===== config.mk =====
export PLATFORM = sky130hd
export DESIGN_NAME = ifb_top
export DESIGN_NICKNAME = d
export VERILOG_FILES = /design/src/rtl/ifb_pkg.sv /design/src/rtl/ifb_decode.sv /design/src/rtl/ifb_lanes.sv /design/src/rtl/ifb_line.sv /design/src/rtl/ifb_top.sv
export SDC_FILE = /design/constraint.sdc
export NUM_CORES = 1
export LEC_CHECK = 0
export BUFFER_PORTS_ARGS = -buffer_cell sky130_fd_sc_hd__buf_4
export CELL_PAD_IN_SITES_DETAIL_PLACEMENT = 1
export CELL_PAD_IN_SITES_GLOBAL_PLACEMENT = 2
export CORE_UTILIZATION = 28
export CTS_CLUSTER_SIZE = 10
export DETAILED_ROUTE_END_ITERATION = 6
export GPL_ROUTABILITY_DRIVEN = 0
export HOLD_SLACK_MARGIN = 0.06
export PLACE_DENSITY_LB_ADDON = 0.2
export SLEW_MARGIN = 15
export SYNTH_ARGS = -nofsm -noshare
export SYNTH_HDL_FRONTEND = slang
export SYNTH_SLANG_ARGS = --single-unit

===== constraint.sdc =====
create_clock -name clk -period 7.4 [get_ports clk]
set_clock_uncertainty 0.2 [all_clocks]
set_input_delay 1.48 -clock clk [delete_from_list [all_inputs] [get_ports clk]]
set_output_delay 1.48 -clock clk [all_outputs]
set_load 0.02 [all_outputs]

===== src/rtl/ifb_pkg.sv =====
package ifb_pkg;

    // Winning request in the current cycle
    typedef enum logic [1:0] {
        OP_IDLE  = 2'd0,
        OP_FETCH = 2'd1,
        OP_DREAD = 2'd2,
        OP_WRITE = 2'd3
    } op_e;

endpackage


===== src/rtl/ifb_decode.sv =====
module ifb_decode
    import ifb_pkg::*;
(
    input  logic fch_req,
    input  logic dat_req,
    input  logic wr_req,
    output op_e  op
);

    // write over data read over fetch
    always_comb begin
        if (wr_req)       op = OP_WRITE;
        else if (dat_req) op = OP_DREAD;
        else if (fch_req) op = OP_FETCH;
        else              op = OP_IDLE;
    end

endmodule


===== src/rtl/ifb_lanes.sv =====
module ifb_lanes #(
    parameter int BYTE_W = 8,
    parameter int LANES  = 2,
    localparam int OFF_W  = $clog2(LANES),
    localparam int WORD_W = LANES * BYTE_W
) (
    input  logic [WORD_W-1:0] rd_word,
    input  logic [OFF_W-1:0]  off,
    input  logic              wr_en,
    input  logic [BYTE_W-1:0] wr_byte,
    output logic [BYTE_W-1:0] rd_byte,
    output logic [LANES-1:0]  wr_be,
    output logic [WORD_W-1:0] wr_word
);

    logic [BYTE_W-1:0] lane_bytes [LANES];

    for (genvar i = 0; i < LANES; i++) begin : g_lane
        assign lane_bytes[i]                = rd_word[i*BYTE_W +: BYTE_W];
        assign wr_word[i*BYTE_W +: BYTE_W]  = wr_byte;
        assign wr_be[i]                     = wr_en && (off == OFF_W'(i));
    end

    assign rd_byte = lane_bytes[off];

endmodule


===== src/rtl/ifb_line.sv =====
module ifb_line #(
    parameter int TAG_W  = 15,
    parameter int WORD_W = 16
) (
    input  logic              clk,
    input  logic              rst_n,
    input  logic              fill_en,
    input  logic [TAG_W-1:0]  fill_tag,
    input  logic [WORD_W-1:0] fill_word,
    input  logic              inval,
    output logic              valid,
    output logic [TAG_W-1:0]  tag,
    output logic [WORD_W-1:0] word
);

    typedef struct packed {
        logic              valid;
        logic [TAG_W-1:0]  tag;
        logic [WORD_W-1:0] word;
    } line_t;

    line_t line_d, line_q;

    always_comb begin
        line_d = line_q;
        if (fill_en) begin
            line_d.valid = 1'b1;
            line_d.tag   = fill_tag;
            line_d.word  = fill_word;
        end
        if (inval) begin
            line_d.valid = 1'b0;
        end
    end

    always_ff @(posedge clk) begin
        if (!rst_n) line_q <= '0;
        else        line_q <= line_d;
    end

    assign valid = line_q.valid;
    assign tag   = line_q.tag;
    assign word  = line_q.word;


    fill_load_chk: assert property (@(posedge clk) disable iff (!rst_n)
        fill_en && !inval |=> valid && tag == $past(fill_tag) && word == $past(fill_word));


    inval_clear_chk: assert property (@(posedge clk) disable iff (!rst_n)
        inval |=> !valid);

endmodule


===== src/rtl/ifb_top.sv =====
module ifb_top
    import ifb_pkg::*;
#(
    parameter int ADDR_W  = 16,
    parameter int BYTE_W  = 8,
    parameter int LANES   = 2,
    parameter int NUM_SNP = 1,
    localparam int OFF_W  = $clog2(LANES),
    localparam int TAG_W  = ADDR_W - OFF_W,
    localparam int WORD_W = LANES * BYTE_W
) (
    input  logic                     clk,
    input  logic                     rst_n,
    input  logic                     fch_req,
    input  logic                     dat_req,
    input  logic                     wr_req,
    input  logic [ADDR_W-1:0]        cpu_addr,
    input  logic [BYTE_W-1:0]        cpu_wdata,
    output logic [BYTE_W-1:0]        cpu_rdata,
    output logic                     mem_free,
    output logic                     mem_req,
    output logic                     mem_we,
    output logic [TAG_W-1:0]         mem_addr,
    output logic [LANES-1:0]         mem_be,
    output logic [WORD_W-1:0]        mem_wdata,
    input  logic [WORD_W-1:0]        mem_rdata,
    input  logic [NUM_SNP-1:0]       snp_we,
    input  logic [NUM_SNP*TAG_W-1:0] snp_addr
);

    op_e               op;
    logic [TAG_W-1:0]  req_tag;
    logic [OFF_W-1:0]  req_off;
    logic              line_valid;
    logic [TAG_W-1:0]  line_tag;
    logic [WORD_W-1:0] line_word;
    logic              lookup_hit;
    logic              fetch_hit;
    logic              fill_en;
    logic              own_inval;
    logic [TAG_W-1:0]  watch_tag;
    logic              watch_live;
    logic [NUM_SNP-1:0] snp_match;
    logic              inval;
    logic [WORD_W-1:0] src_word;
    logic [BYTE_W-1:0] sel_byte;
    logic [LANES-1:0]  lane_be;
    logic [WORD_W-1:0] lane_wdata;

    ifb_decode u_dec (
        .fch_req (fch_req),
        .dat_req (dat_req),
        .wr_req  (wr_req),
        .op      (op)
    );

    assign req_tag = cpu_addr[ADDR_W-1:OFF_W];
    assign req_off = cpu_addr[OFF_W-1:0];

    assign lookup_hit = line_valid && (line_tag == req_tag);
    assign fetch_hit  = (op == OP_FETCH) && lookup_hit;
    assign fill_en    = (op == OP_FETCH) && !lookup_hit;
    assign own_inval  = (op == OP_WRITE) && lookup_hit;

    // Snoop compares against the word the line will hold after this edge
    assign watch_tag  = fill_en ? req_tag : line_tag;
    assign watch_live = fill_en || line_valid;

    for (genvar s = 0; s < NUM_SNP; s++) begin : g_snp
        assign snp_match[s] = snp_we[s] && watch_live
                              && (snp_addr[s*TAG_W +: TAG_W] == watch_tag);
    end

    assign inval = own_inval || (|snp_match);

    ifb_line #(
        .TAG_W  (TAG_W),
        .WORD_W (WORD_W)
    ) u_line (
        .clk       (clk),
        .rst_n     (rst_n),
        .fill_en   (fill_en),
        .fill_tag  (req_tag),
        .fill_word (mem_rdata),
        .inval     (inval),
        .valid     (line_valid),
        .tag       (line_tag),
        .word      (line_word)
    );

    assign src_word = fetch_hit ? line_word : mem_rdata;

    ifb_lanes #(
        .BYTE_W (BYTE_W),
        .LANES  (LANES)
    ) u_lanes (
        .rd_word (src_word),
        .off     (req_off),
        .wr_en   (op == OP_WRITE),
        .wr_byte (cpu_wdata),
        .rd_byte (sel_byte),
        .wr_be   (lane_be),
        .wr_word (lane_wdata)
    );

    assign cpu_rdata = sel_byte;
    assign mem_req   = (op != OP_IDLE) && !fetch_hit;
    assign mem_we    = (op == OP_WRITE);
    assign mem_addr  = req_tag;
    assign mem_be    = lane_be;
    assign mem_wdata = lane_wdata;
    assign mem_free  = !mem_req;


    hit_no_bus_chk: assert property (@(posedge clk) disable iff (!rst_n)
        fch_req && !dat_req && !wr_req && line_valid && line_tag == req_tag
        |-> !mem_req && mem_free);


    miss_read_chk: assert property (@(posedge clk) disable iff (!rst_n)
        fch_req && !dat_req && !wr_req && !(line_valid && line_tag == req_tag)
        |-> mem_req && !mem_we && mem_be == '0);


    dread_line_kept_chk: assert property (@(posedge clk) disable iff (!rst_n)
        dat_req && !wr_req && snp_we == '0 |=> $stable(line_valid) && $stable(line_tag));


    write_lane_chk: assert property (@(posedge clk) disable iff (!rst_n)
        wr_req |-> mem_req && mem_we && $onehot(mem_be));


    free_idle_chk: assert property (@(posedge clk) disable iff (!rst_n)
        !fch_req && !dat_req && !wr_req |-> mem_free && !mem_req);

endmodule


# After elaboration in Yosys (flattened, before gate mapping)
# Index checks and enable logic that the tools add are counted.
# Widths: inputs -> output; s select.
word_totals:
  register_bits: 32
  output_inout_bits: 44
  inputBits: 61
  elab_cells: 35
classes:
  reduce_logical: 16
  n_mux: 8
  bitwise: 3
  order_cmp: 1
  n_eq_ne: 4
op_table:
  columns: ["op", "count"]
  rows:
  - ["$eq 15x15->1", 2]
  - ["$mux 8", 3]
  - ["$mux 16", 1]
  - ["$mux 15", 1]
  - ["$logic_and 1x1->1", 9]
  - ["$mux 2", 2]
  - ["$logic_not 1->1", 3]
  - ["$eq 2x1->1 const B", 1]
  - ["$eq 2x2->1 const B", 1]
  - ["$ge 2x2->1 const B", 1]
  - ["$logic_or 1x1->1", 2]
  - ["$not 1->1", 2]
  - ["$not 1->2", 1]
  - ["$reduce_bool 2->1", 1]
  - ["$reduce_or 2->1", 1]
  - ["$mux 1", 1]

# Longest topological paths before layout
# Gate-level depths: netlist of run 1.
depth:
  word_depth: 10
  depth_mapped: 9
  depth_no_buf: 7

# By module
# A second synthesis of run 1 with hierarchy kept.
unflattened:
  hier_cells: 248
  area_unflattened_um2: 2456.1
modules_own_cells:
  columns: ["mod", "n_inst", "cells_per_inst", "area_each_um2"]
  rows:
  - ["ifb_line", 1, 103, 1243.7]
  - ["ifb_top", 1, 115, 927.1]
  - ["ifb_lanes", 1, 27, 267.8]
  - ["ifb_decode", 1, 3, 17.5]

# Worst setup path before layout of run 1
# OpenSTA, ideal clock, no wires.
synth_path:
  path_kind: "input port to output port"
  startpoint: "input cpu_addr[2]"
  endpoint: "output mem_req"
  setup_slack_ns: 2.492
  required_time_ns: 5.720
  path_buffers: 1
  cell_stages: 6
  arrival_time_ns: 3.228
  path_cell_list: "xnor2_1 -> nand4_1 -> or4_1 -> buf_2 -> a21boi_0 -> inv_1"
synth_between:
  elab_chain_len: 5
synth_lines:
  columns: ["element", "line", "text"]
  rows:
  - ["from (decl)", "ifb_top.sv:17", "input logic [ADDR_W-1:0] cpu_addr,"]
  - ["$eq 15x15->1", "ifb_top.sv:60", "assign lookup_hit = line_valid && (line_tag == req_tag);"]
  - ["$logic_and 1x1->1", "ifb_top.sv:60", null]
  - ["$logic_and 1x1->1", "ifb_top.sv:61", "assign fetch_hit = (op == OP_FETCH) && lookup_hit;"]
  - ["$logic_not 1->1", "ifb_top.sv:107", "assign mem_req = (op != OP_IDLE) && !fetch_hit;"]
  - ["$logic_and 1x1->1", "ifb_top.sv:107", null]
  - ["to (decl)", "ifb_top.sv:21", "output logic mem_req,"]
# Every way passes these cells.

# Worst setup path in the final report of run 1
layout_path:
  startpoint: "input wr_req"
  endpoint: "output cpu_rdata[4]"
layout_between:
  elab_chain_len: 7
layout_lines:
  columns: ["element", "line", "text"]
  rows:
  - ["from (decl)", "ifb_top.sv:16", "input logic wr_req,"]
  - ["$mux 2", "ifb_decode.sv:12", "if (wr_req) op = OP_WRITE;"]
  - ["$eq 2x1->1", "ifb_top.sv:61", null]
  - ["$logic_and 1x1->1", "ifb_top.sv:61", null]
  - ["$mux 16", "ifb_top.sv:91", "assign src_word = fetch_hit ? line_word : mem_rdata;"]
  - ["$mux 8 (not written as such) (3 in a row)", "ifb_lanes.sv:24", "assign rd_byte = lane_bytes[off];"]
  - ["to (decl)", "ifb_top.sv:19", "output logic [BYTE_W-1:0] cpu_rdata,"]
# Every way passes these cells. The select of a mux whose other input is x is not followed.

==> results.py, run 1 <==
metrics = {
    "routing": {
        "drt-initial-drc-count": 47,
        "antenna_left": 0,
        "via_per_inst": 4.761,
        "vias": 1995,
        "wl_um": 6530,
        "first_pass_iters": 4,
        "wl_per_cell_um": 15.58,
        "remaining_drc_errors": 0,
    },
    "global_routing": {
        "grtUsageMet1_pct": 20.39,
        "grt_max_degree": 33,
        "use_met3_pct": 4.229,
        "busiest_layer": "met2",
        "grt_usage_pct": 16.30,
        "grt_antenna_before_repair": 0,
        "grt_first_pass_wirelength_um": 10750,
        "overflow": 0,
        "grt_util_met2_pct": 27.92,
        "grt_pass1_vias": 2141,
    },
    "sta": {
        "fin_crit_sh_pct": 69.44,
        "grt_setup_unrepaired": "no",
        "setup_ws_ps": 2262,
        "fin_crit_ps": 5138,
        "clock.fmax_ghz": 0.1946,
        "setup_viol": 0,
        "worst_pin_slew_ps": 922.3,
        "finalSetupTns_ps": 0,
        "hold_violations": 0,
        "final_max_slew_viol_count": 0,
        "slew_headroom_pct": 38.04,
    },
    "placement": {
        "io_buffer_count": 80,
        "place_inst": 411,
        "dpl_worst_slack_ps": 2240,
        "dpl.hpwl_um": 4972,
    },
    "outcome": {
        "status": "complete, no violations",
    },
    "setup_path": {
        "rr_worst_depth": 7,
        "crit_buf_inv": 2,
        "cp_common_cell": "buf_4",
        "endpoint_kind": "output port",
        "rrSetupSlack_ps": 4610,
        "r2r-end": "u_line.valid",
        "critPathKind": "primary input to output port",
        "slowest_delay_ps": 760,
        "cp_slowest_cell": "nor3_1",
        "critPathArrivalTime_ps": 3460,
        "reg2reg_from": "u_line.tag[2]",
        "cp_max_fo": 8,
        "cpLargestDelayFamily": "simple AND/OR/NAND/NOR gates",
        "cp-start-kind": "primary input",
        "crit_chain": "buf_4 > nor3_1 > nand2_1 > mux4_2 > buf_4",
        "required_ps": 5720,
    },
    "logic_synthesis": {
        "ys_ff_latch": 32,
        "synth-async-reset-ratio_pct": 0,
        "ys_seq_area_share_pct": 28.33,
        "synth_edf_count": 0,
        "syn_nets": 331,
        "avgSynthCellArea_um2": 8.374,
        "syn_area_um2": 2261,
        "ys.flop_type": "dfxtp_1",
        "syn_inst": 270,
        "synth.distinct_cells": 40,
        "ys_warn_count": 0,
    },
    "power_and_ir_drop": {
        "power_w": 0.0004330,
        "p_leak_nw": 1.096,
        "power_per_cell_area_nw_per_um2": 154.2,
        "ir_worst_vdd_mv": 0.07301,
    },
    "hold_path": {
        "whs_endpoint": "u_line.word[7]",
        "hold_depth": 2,
        "min_from": "u_line.word[7]",
        "hold_class": "flop to flop",
    },
    "layout": {
        "n_antenna_cell": 0,
        "fin_cells": 419,
        "area_delta_synth_final_pct": 24.18,
        "drive_gt1_share_pct": 32.49,
        "finalNetCount": 377,
    },
    "clock_network": {
        "cts_tree": "done",
        "cts_buffer_depth": 2,
        "cts_setup_buffers": 0,
        "path_clk_slew_ps": 70,
        "cts.sinks": 32,
        "cts_root_buf": "clkbuf_8",
        "cts-resized-gates": 0,
        "worstSkewPairLatency_ps": 290,
        "holdBufCountCts": 0,
        "h-tree-depth": 2,
        "cts_made_buffers": 5,
    },
    "floorplanning": {
        "coreArea_um2": 7767,
        "io_pins": 105,
        "dieWidth_um": 91.86,
        "die-area_um2": 8438,
        "row_count": 32,
        "fp.dieH_um": 91.86,
        "start_util_pct": 29.11,
    },
    "flow_run": {
        "drv_cap": 0,
    },
}
==> flip-flops by register name (all words and copies together), names as in the netlist <==
signal / count
u_line.valid: 1
u_line.tag: 15
u_line.word: 16
==> cells by family after synthesis <==
group           Yosys count  synth area share [%]
simple gates             88                 18.70
buf+inv                  57                 15.27
xor+xnor                 24                 9.297
flops                    32                 28.33
mux                      11                 9.297
compound gates           58                 19.09
==> placed cells by master (no fill, tap or decap), types with 6 or more instances in the layout <==
master and instances:
buf_4 82, nand2_1 54, dfxtp_1 32, a21boi_1 25, xnor2_1 18, inv_1 14, o21ai_0 9, mux4_2 8
nor2b_1 6, xor2_1 6, o22ai_1 6, clkbuf_8 6
==> worst max path at each step <==
stage,cells after the start,from,slack [ps],to
2_1_floorplan,6,cpu_addr[2],2490,mem_req
3_3_place_gp,5,wr_req,2210,cpu_rdata[0]
3_5_place_dp,5,wr_req,2240,cpu_rdata[1]
4_1_cts,5,wr_req,2240,cpu_rdata[1]
5_1_grt,5,wr_req,2050,cpu_rdata[2]
6_report,5,wr_req,2260,cpu_rdata[4]
==> metrics by stage <==
step / instance area, um^2 / hold slack [ps] / util, %
finish: 2808 / 253.5 / 36.15
CTS: 2808 / 258.2 / 36.15
global placement: 2714 / 242.0 / 34.94
detailed placement: 2714 / 247.7 / 34.94
global route: 2808 / 281.3 / 36.15
floorplan: 2261 / 232.1 / -
==> cell type report <==
type | count | area (um^2)
clock buffers | 7 | 86.33
clock inverters | 1 | 7.507
fillers | 969 | 4960
inverters | 14 | 52.55
multi-input cells | 181 | 1277
flip-flops and latches | 32 | 640.6
well taps | 102 | 127.6
repair buffers | 82 | 615.6
==> cell usage after synthesis (4+ instances only) <==
| master | count | share of area, % |
|---|---|---|
| xor2_1 | 6 | 2.3 |
| nand2_1 | 54 | 9.0 |
| o22ai_1 | 6 | 1.7 |
| inv_1 | 14 | 2.3 |
| mux4_2 | 8 | 8.0 |
| clkbuf_1 | 8 | 1.3 |
| nor2b_1 | 6 | 1.7 |
| nand3_1 | 5 | 1.1 |
| or4_1 | 4 | 1.3 |
| a21boi_0 | 5 | 1.7 |
| nand4_1 | 4 | 1.1 |
| buf_4 | 31 | 10 |
| xnor2_1 | 18 | 7.0 |
| a21boi_1 | 25 | 8.3 |
| dfxtp_1 | 32 | 28 |
| o21ai_0 | 9 | 2.0 |
==> worst register-to-register path, cell delays in order (launching register included) <==
cell,delay (ps)
dfxtp_1,350
xnor2_1,230
nand4_1,140
or4_1,720
nand2_4,390
mux2i_1,300
o221a_1,250
a31oi_1,90
==> where the power goes <==
part / internal, W / switching (W)
clock network: 0.0000756 / 0.0000686
registers: 0.000178 / 0.00000436
logic: 0.0000537 / 0.0000528
==> layer usage <==
metal | vias up | share of wire (%)
met5 | - | 0
met4 | 0 | 0.55
met3 | 4 | 5.9
met2 | 56 | 48
met1 | 945 | 46
li1 | 990 | -
Power figures use the tool's default switching activity.
==> run 2, diff against run 1 <==
- CORE_UTILIZATION: 28 -> 23
- clock period: 7.4 -> 4.58 ns (I/O delays scaled with it)
==> run 2 against run 1 <==
Compared with the run above:
- power increased by 72%
- critical path type unchanged
- largest cell class unchanged
- die area increased by 21%
- combinational power increased by 64%
- non-clock buffer count increased by 1
- sequential share of layout area decreased by 0.44 points
- hold slack improved by 1.1 ps
- critical endpoint is now cpu_rdata[2]
==> results.py, run 2 (same netlist as run 1, synthesis figures left out) <==
metrics = {
    "routing": {
        "remaining_drc_errors": 0,
        "first_pass_iters": 4,
        "wl_um": 6978,
        "wl_met1_um": 3332,
        "wl_met2_um": 3287,
        "drt-initial-drc-count": 47,
        "wl_met3_um": 283,
        "antenna_left": 0,
        "wl_per_cell_um": 15.61,
        "highest_layer": "met4",
        "vias": 2029,
        "via_per_inst": 4.539,
    },
    "power_and_ir_drop": {
        "power_per_cell_area_nw_per_um2": 259.8,
        "ir_worst_vdd_mv": 0.1469,
        "power_w": 0.0007439,
        "p_leak_nw": 1.112,
    },
    "clock_network": {
        "cts_buffer_depth": 2,
        "holdBufCountCts": 0,
        "cts_tree": "done",
        "cts_setup_buffers": 0,
        "cts-resized-gates": 0,
        "cts.sinks": 32,
        "path_clk_slew_ps": 70,
        "worstSkewPairLatency_ps": 290,
        "cts_root_buf": "clkbuf_8",
        "cts_made_buffers": 5,
        "h-tree-depth": 2,
    },
    "floorplanning": {
        "start_util_pct": 24.13,
        "coreArea_um2": 9371,
        "fp.dieH_um": 101.1,
        "row_count": 35,
        "dieWidth_um": 101.1,
        "io_pins": 105,
        "die-area_um2": 10230,
    },
    "sta": {
        "fin_crit_ps": 3968,
        "clock.fmax_ghz": 0.2520,
        "hold_violations": 0,
        "finalSetupTns_ps": 0,
        "fin_crit_sh_pct": 86.64,
        "slew_headroom_pct": 70.12,
        "worst_pin_slew_ps": 447.2,
        "setup_viol": 0,
        "final_max_slew_viol_count": 0,
        "grt_setup_unrepaired": "no",
    },
    "layout": {
        "area_delta_synth_final_pct": 26.62,
        "drive_gt1_share_pct": 32.70,
        "post-route-cell-area_um2": 2863,
        "largest_reg_flops": 16,
        "n_antenna_cell": 0,
        "finalNetCount": 378,
        "layout_commonest_cell": "buf_4",
        "postLayoutCoreUtil_pct": 30.55,
        "final_cell_mix": "buf_4 (83), nand2_1 (54), dfxtp_1 (32)",
    },
    "setup_path": {
        "cp_max_fo": 8,
        "cp-start-kind": "primary input",
        "required_ps": 3460,
        "critPathArrivalTime_ps": 2850,
        "endpoint_kind": "output port",
        "critPathKind": "primary input to output port",
    },
    "global_routing": {
        "grt_antenna_before_repair": 0,
        "grt_usage_pct": 14.24,
        "grt_pass1_vias": 2074,
        "overflow": 0,
        "grt_max_degree": 33,
        "grt_first_pass_wirelength_um": 10950,
    },
    "placement": {
        "placed_cell_area_um2": 2755,
        "io_buffer_count": 80,
        "dpl.hpwl_um": 5255,
    },
    "flow_run": {
        "drv_cap": 0,
    },
    "outcome": {
        "status": "complete, no violations",
    },
    "hold_path": {
        "hold_class": "flop to flop",
    },
}
==> run 2: changes by cell type in the layout (fill, tap and decap cells not counted) <==
cell,previous run,this run
buf_4,82,83
bufinv_16,0,1
clkinv_2,0,1
clkinvlp_4,1,0
clkbuf_8,6,5
==> run 2: worst paths after layout <==
path | from | end | slack [ps] | cells after the start
min | u_line.word[10] | u_line.word[10] | 250 | 2
max | cpu_addr[13] | cpu_rdata[2] | 610 | 7
min reg2reg | u_line.word[10] | u_line.word[10] | 250 | 2
max reg2reg | u_line.tag[1] | u_line.valid | 1640 | 7
==> run 2: metrics by stage <==
step / worst slack [ps] / hold slack [ps] / cells
floorplan: 800.1 / 232.1 / 270
global placement: 593.8 / 242.4 / 439
detailed placement: 605.3 / 248.3 / 439
CTS: 594.2 / 258.8 / 447
global route: 424.9 / 279.3 / 447
finish: 611.8 / 254.6 / 447
==> run 2: metal layers <==
layer | global-route usage (%) | up-vias
met1 | 18.71 | 977
met4 | 4.013 | 0
li1 | - | 996
met3 | 3.037 | 8
met2 | 23.55 | 48
met5 | 0 | -
==> run 2: power breakdown <==
group	switching [W]	internal [W]	total, W	leakage, nW
clock network	0.000113	0.000161	0.000275	0.0552
registers	0.00000713	0.000288	0.000295	0.260
logic	0.0000873	0.0000872	0.000174	0.797
total	0.000208	0.000536	0.000744	1.11
==> run 2: cell type report <==
class | instances | area [um^2]
sequential | 32 | 640.6
clock buffer | 6 | 72.57
inverter | 14 | 52.55
clock inverter | 2 | 35.03
multi-input combinational | 181 | 1277
fill | 1182 | 6509
tap | 129 | 161.4
timing repair buffer | 83 | 623.1
==> run 2: worst max-delay path: stages <==
cell and delay [ps]:
buf_4 120, xnor2_1 300, nand4_1 170, nor4_1 400
nand2_1 370, mux4_2 390, buf_4 170
==> run 3, diff against run 2 <==
==> constraint.sdc (replaced) <==
create_clock -name clk -period 4.58 [get_ports clk]
set_clock_uncertainty 0.2 [all_clocks]
set_input_delay 1.374 -clock clk [delete_from_list [all_inputs] [get_ports clk]]
set_output_delay 1.374 -clock clk [all_outputs]
set_load 0.02 [all_outputs]
==> run 3 against run 2 <==
Compared with the run above:
- fmax decreased by 12%
- cell count increased by 3.1%
- sequential share of layout area is 1.4 points lower
- worst setup slack worse by 540 ps
- critical path type unchanged
- count of clock-buffer cells in the layout shrank 1
- first-iteration DRC count increased by 11%
- critical path depth rose by 1
- via count up 2.4%
- final area increased by 6.6%
==> results.py, run 3 (same netlist as run 1, synthesis figures left out) <==
metrics = {
    "outcome": {
        "status": "complete, no violations",
    },
    "routing": {
        "remaining_drc_errors": 0,
        "vias": 2078,
        "wl_per_cell_um": 15.72,
        "wl_um": 7245,
        "drt-initial-drc-count": 52,
        "antenna_left": 0,
        "first_pass_iters": 4,
        "via_per_inst": 4.508,
    },
    "sta": {
        "worst_hold_slack_ps": 257.3,
        "fin_crit_sh_pct": 98.38,
        "final_max_slew_viol_count": 0,
        "setup_viol": 0,
        "hold_violations": 0,
        "fin_crit_ps": 4506,
        "worst_pin_slew_ps": 368.9,
        "setup_ws_ps": 74.34,
        "slew_headroom_pct": 74.77,
        "clock.fmax_ghz": 0.2219,
    },
    "setup_path": {
        "cp_max_fo": 8,
        "cp_slowest_cell": "nor4_2",
        "cp-start-kind": "primary input",
        "crit_chain": "buf_4 > xnor2_4 > nand4_1 > nor4_2 > nand2_1 > buf_6 > mux4_2 > buf_4",
        "crit_buf_inv": 3,
        "critPathArrivalTime_ps": 2930,
        "endpoint_kind": "output port",
        "slowest_delay_ps": 350,
        "rrSetupSlack_ps": 1810,
        "required_ps": 3010,
        "cp_common_cell": "buf_4",
        "critPathKind": "primary input to output port",
        "cpLargestDelayFamily": "simple AND/OR/NAND/NOR gates",
    },
    "floorplanning": {
        "row_count": 35,
        "fp.dieH_um": 101.1,
        "coreArea_um2": 9371,
        "start_util_pct": 24.13,
        "dieWidth_um": 101.1,
        "die-area_um2": 10230,
        "io_pins": 105,
    },
    "layout": {
        "register_area_um2": 640.6,
        "final_cell_mix": "buf_4 (95), nand2_1 (54), dfxtp_1 (32)",
        "n_antenna_cell": 0,
        "finalNetCount": 392,
        "area_delta_synth_final_pct": 35.03,
        "drive_gt1_share_pct": 37.95,
        "multi_input_area_um2": 1351,
        "layout_commonest_cell": "buf_4",
        "largest_reg_flops": 16,
        "fillCellCount": 1139,
    },
    "placement": {
        "dpl.hpwl_um": 5484,
        "dpl_worst_slack_ps": -96.16,
        "io_buffer_count": 80,
    },
    "global_routing": {
        "overflow": 0,
        "grt_first_pass_wirelength_um": 11430,
        "grt_antenna_before_repair": 0,
        "grt_usage_pct": 14.78,
        "grt_max_degree": 33,
        "grt_pass1_vias": 2188,
    },
    "clock_network": {
        "h-tree-depth": 2,
        "cts_buffer_depth": 2,
        "cts_root_buf": "clkbuf_8",
        "cts_made_buffers": 5,
        "holdBufCountCts": 0,
        "cts_tree": "done",
        "cts.sinks": 32,
        "path_clk_slew_ps": 70,
        "worstSkewPairLatency_ps": 290,
    },
    "hold_path": {
        "hold_class": "flop to flop",
    },
    "power_and_ir_drop": {
        "power_per_cell_area_nw_per_um2": 251.3,
        "ir_worst_vdd_mv": 0.09780,
        "p_leak_nw": 1.213,
    },
    "flow_run": {
        "drv_cap": 0,
    },
}
run 3: what timing repair did:
item / in CTS / in global routing
gates resized for setup: 4 / 7
endpoints found under the setup margin: 9 / 10
pin swaps: 1 / 6
setup buffers: 0 / 0
run 3: path summary, 6_finish.rpt:
| check | from | endpoint | cells after the start |
|---|---|---|---|
| max | cpu_addr[2] | cpu_rdata[1] | 8 |
| min | u_line.word[5] | u_line.word[5] | 2 |
| max reg2reg | u_line.tag[1] | u_line.valid | 8 |
| min reg2reg | u_line.word[5] | u_line.word[5] | 2 |
run 3: stage by stage:
step	setup TNS, ps	instance area, um^2	utilization, %	cells	power, W
finish	0	3053	32.58	461	0.0007672
global route	-154.6	3053	32.58	461	0.0008061
CTS	0	3008	32.10	462	0.0007779
detailed placement	-682.4	2868	30.60	454	0.0004879
global placement	-932.8	2868	30.60	454	0.0004869
floorplan	0	2261	-	270	0.0004173
run 3: layout make-up:
type	count	share of cell area [%]
multi-input combinational	181	44.26
timing repair buffer	97	24.10
sequential	32	20.98
tap	129	5.287
clock buffer	5	2.254
inverter	14	1.721
clock inverter	3	1.393
run 3: report_power, final:
group / switching [W] / internal [W] / total (W)
clock network: 0.000121 / 0.000161 / 0.000282
registers: 0.00000782 / 0.000288 / 0.000295
logic: 0.0000919 / 0.0000982 / 0.000190
run 3: per-layer routing:
metal,track usage [%],wire length [um],part of all wire [%]
met3,3.106,349,4.8
met5,0,0,0
met2,24.44,3476,48
met1,19.24,3294,45
met4,4.794,125,1.7
run 3: worst min-delay path: stages (launching register included):
cell and delay, ps:
dfxtp_1 310, nand2_1 50, a21boi_1 50
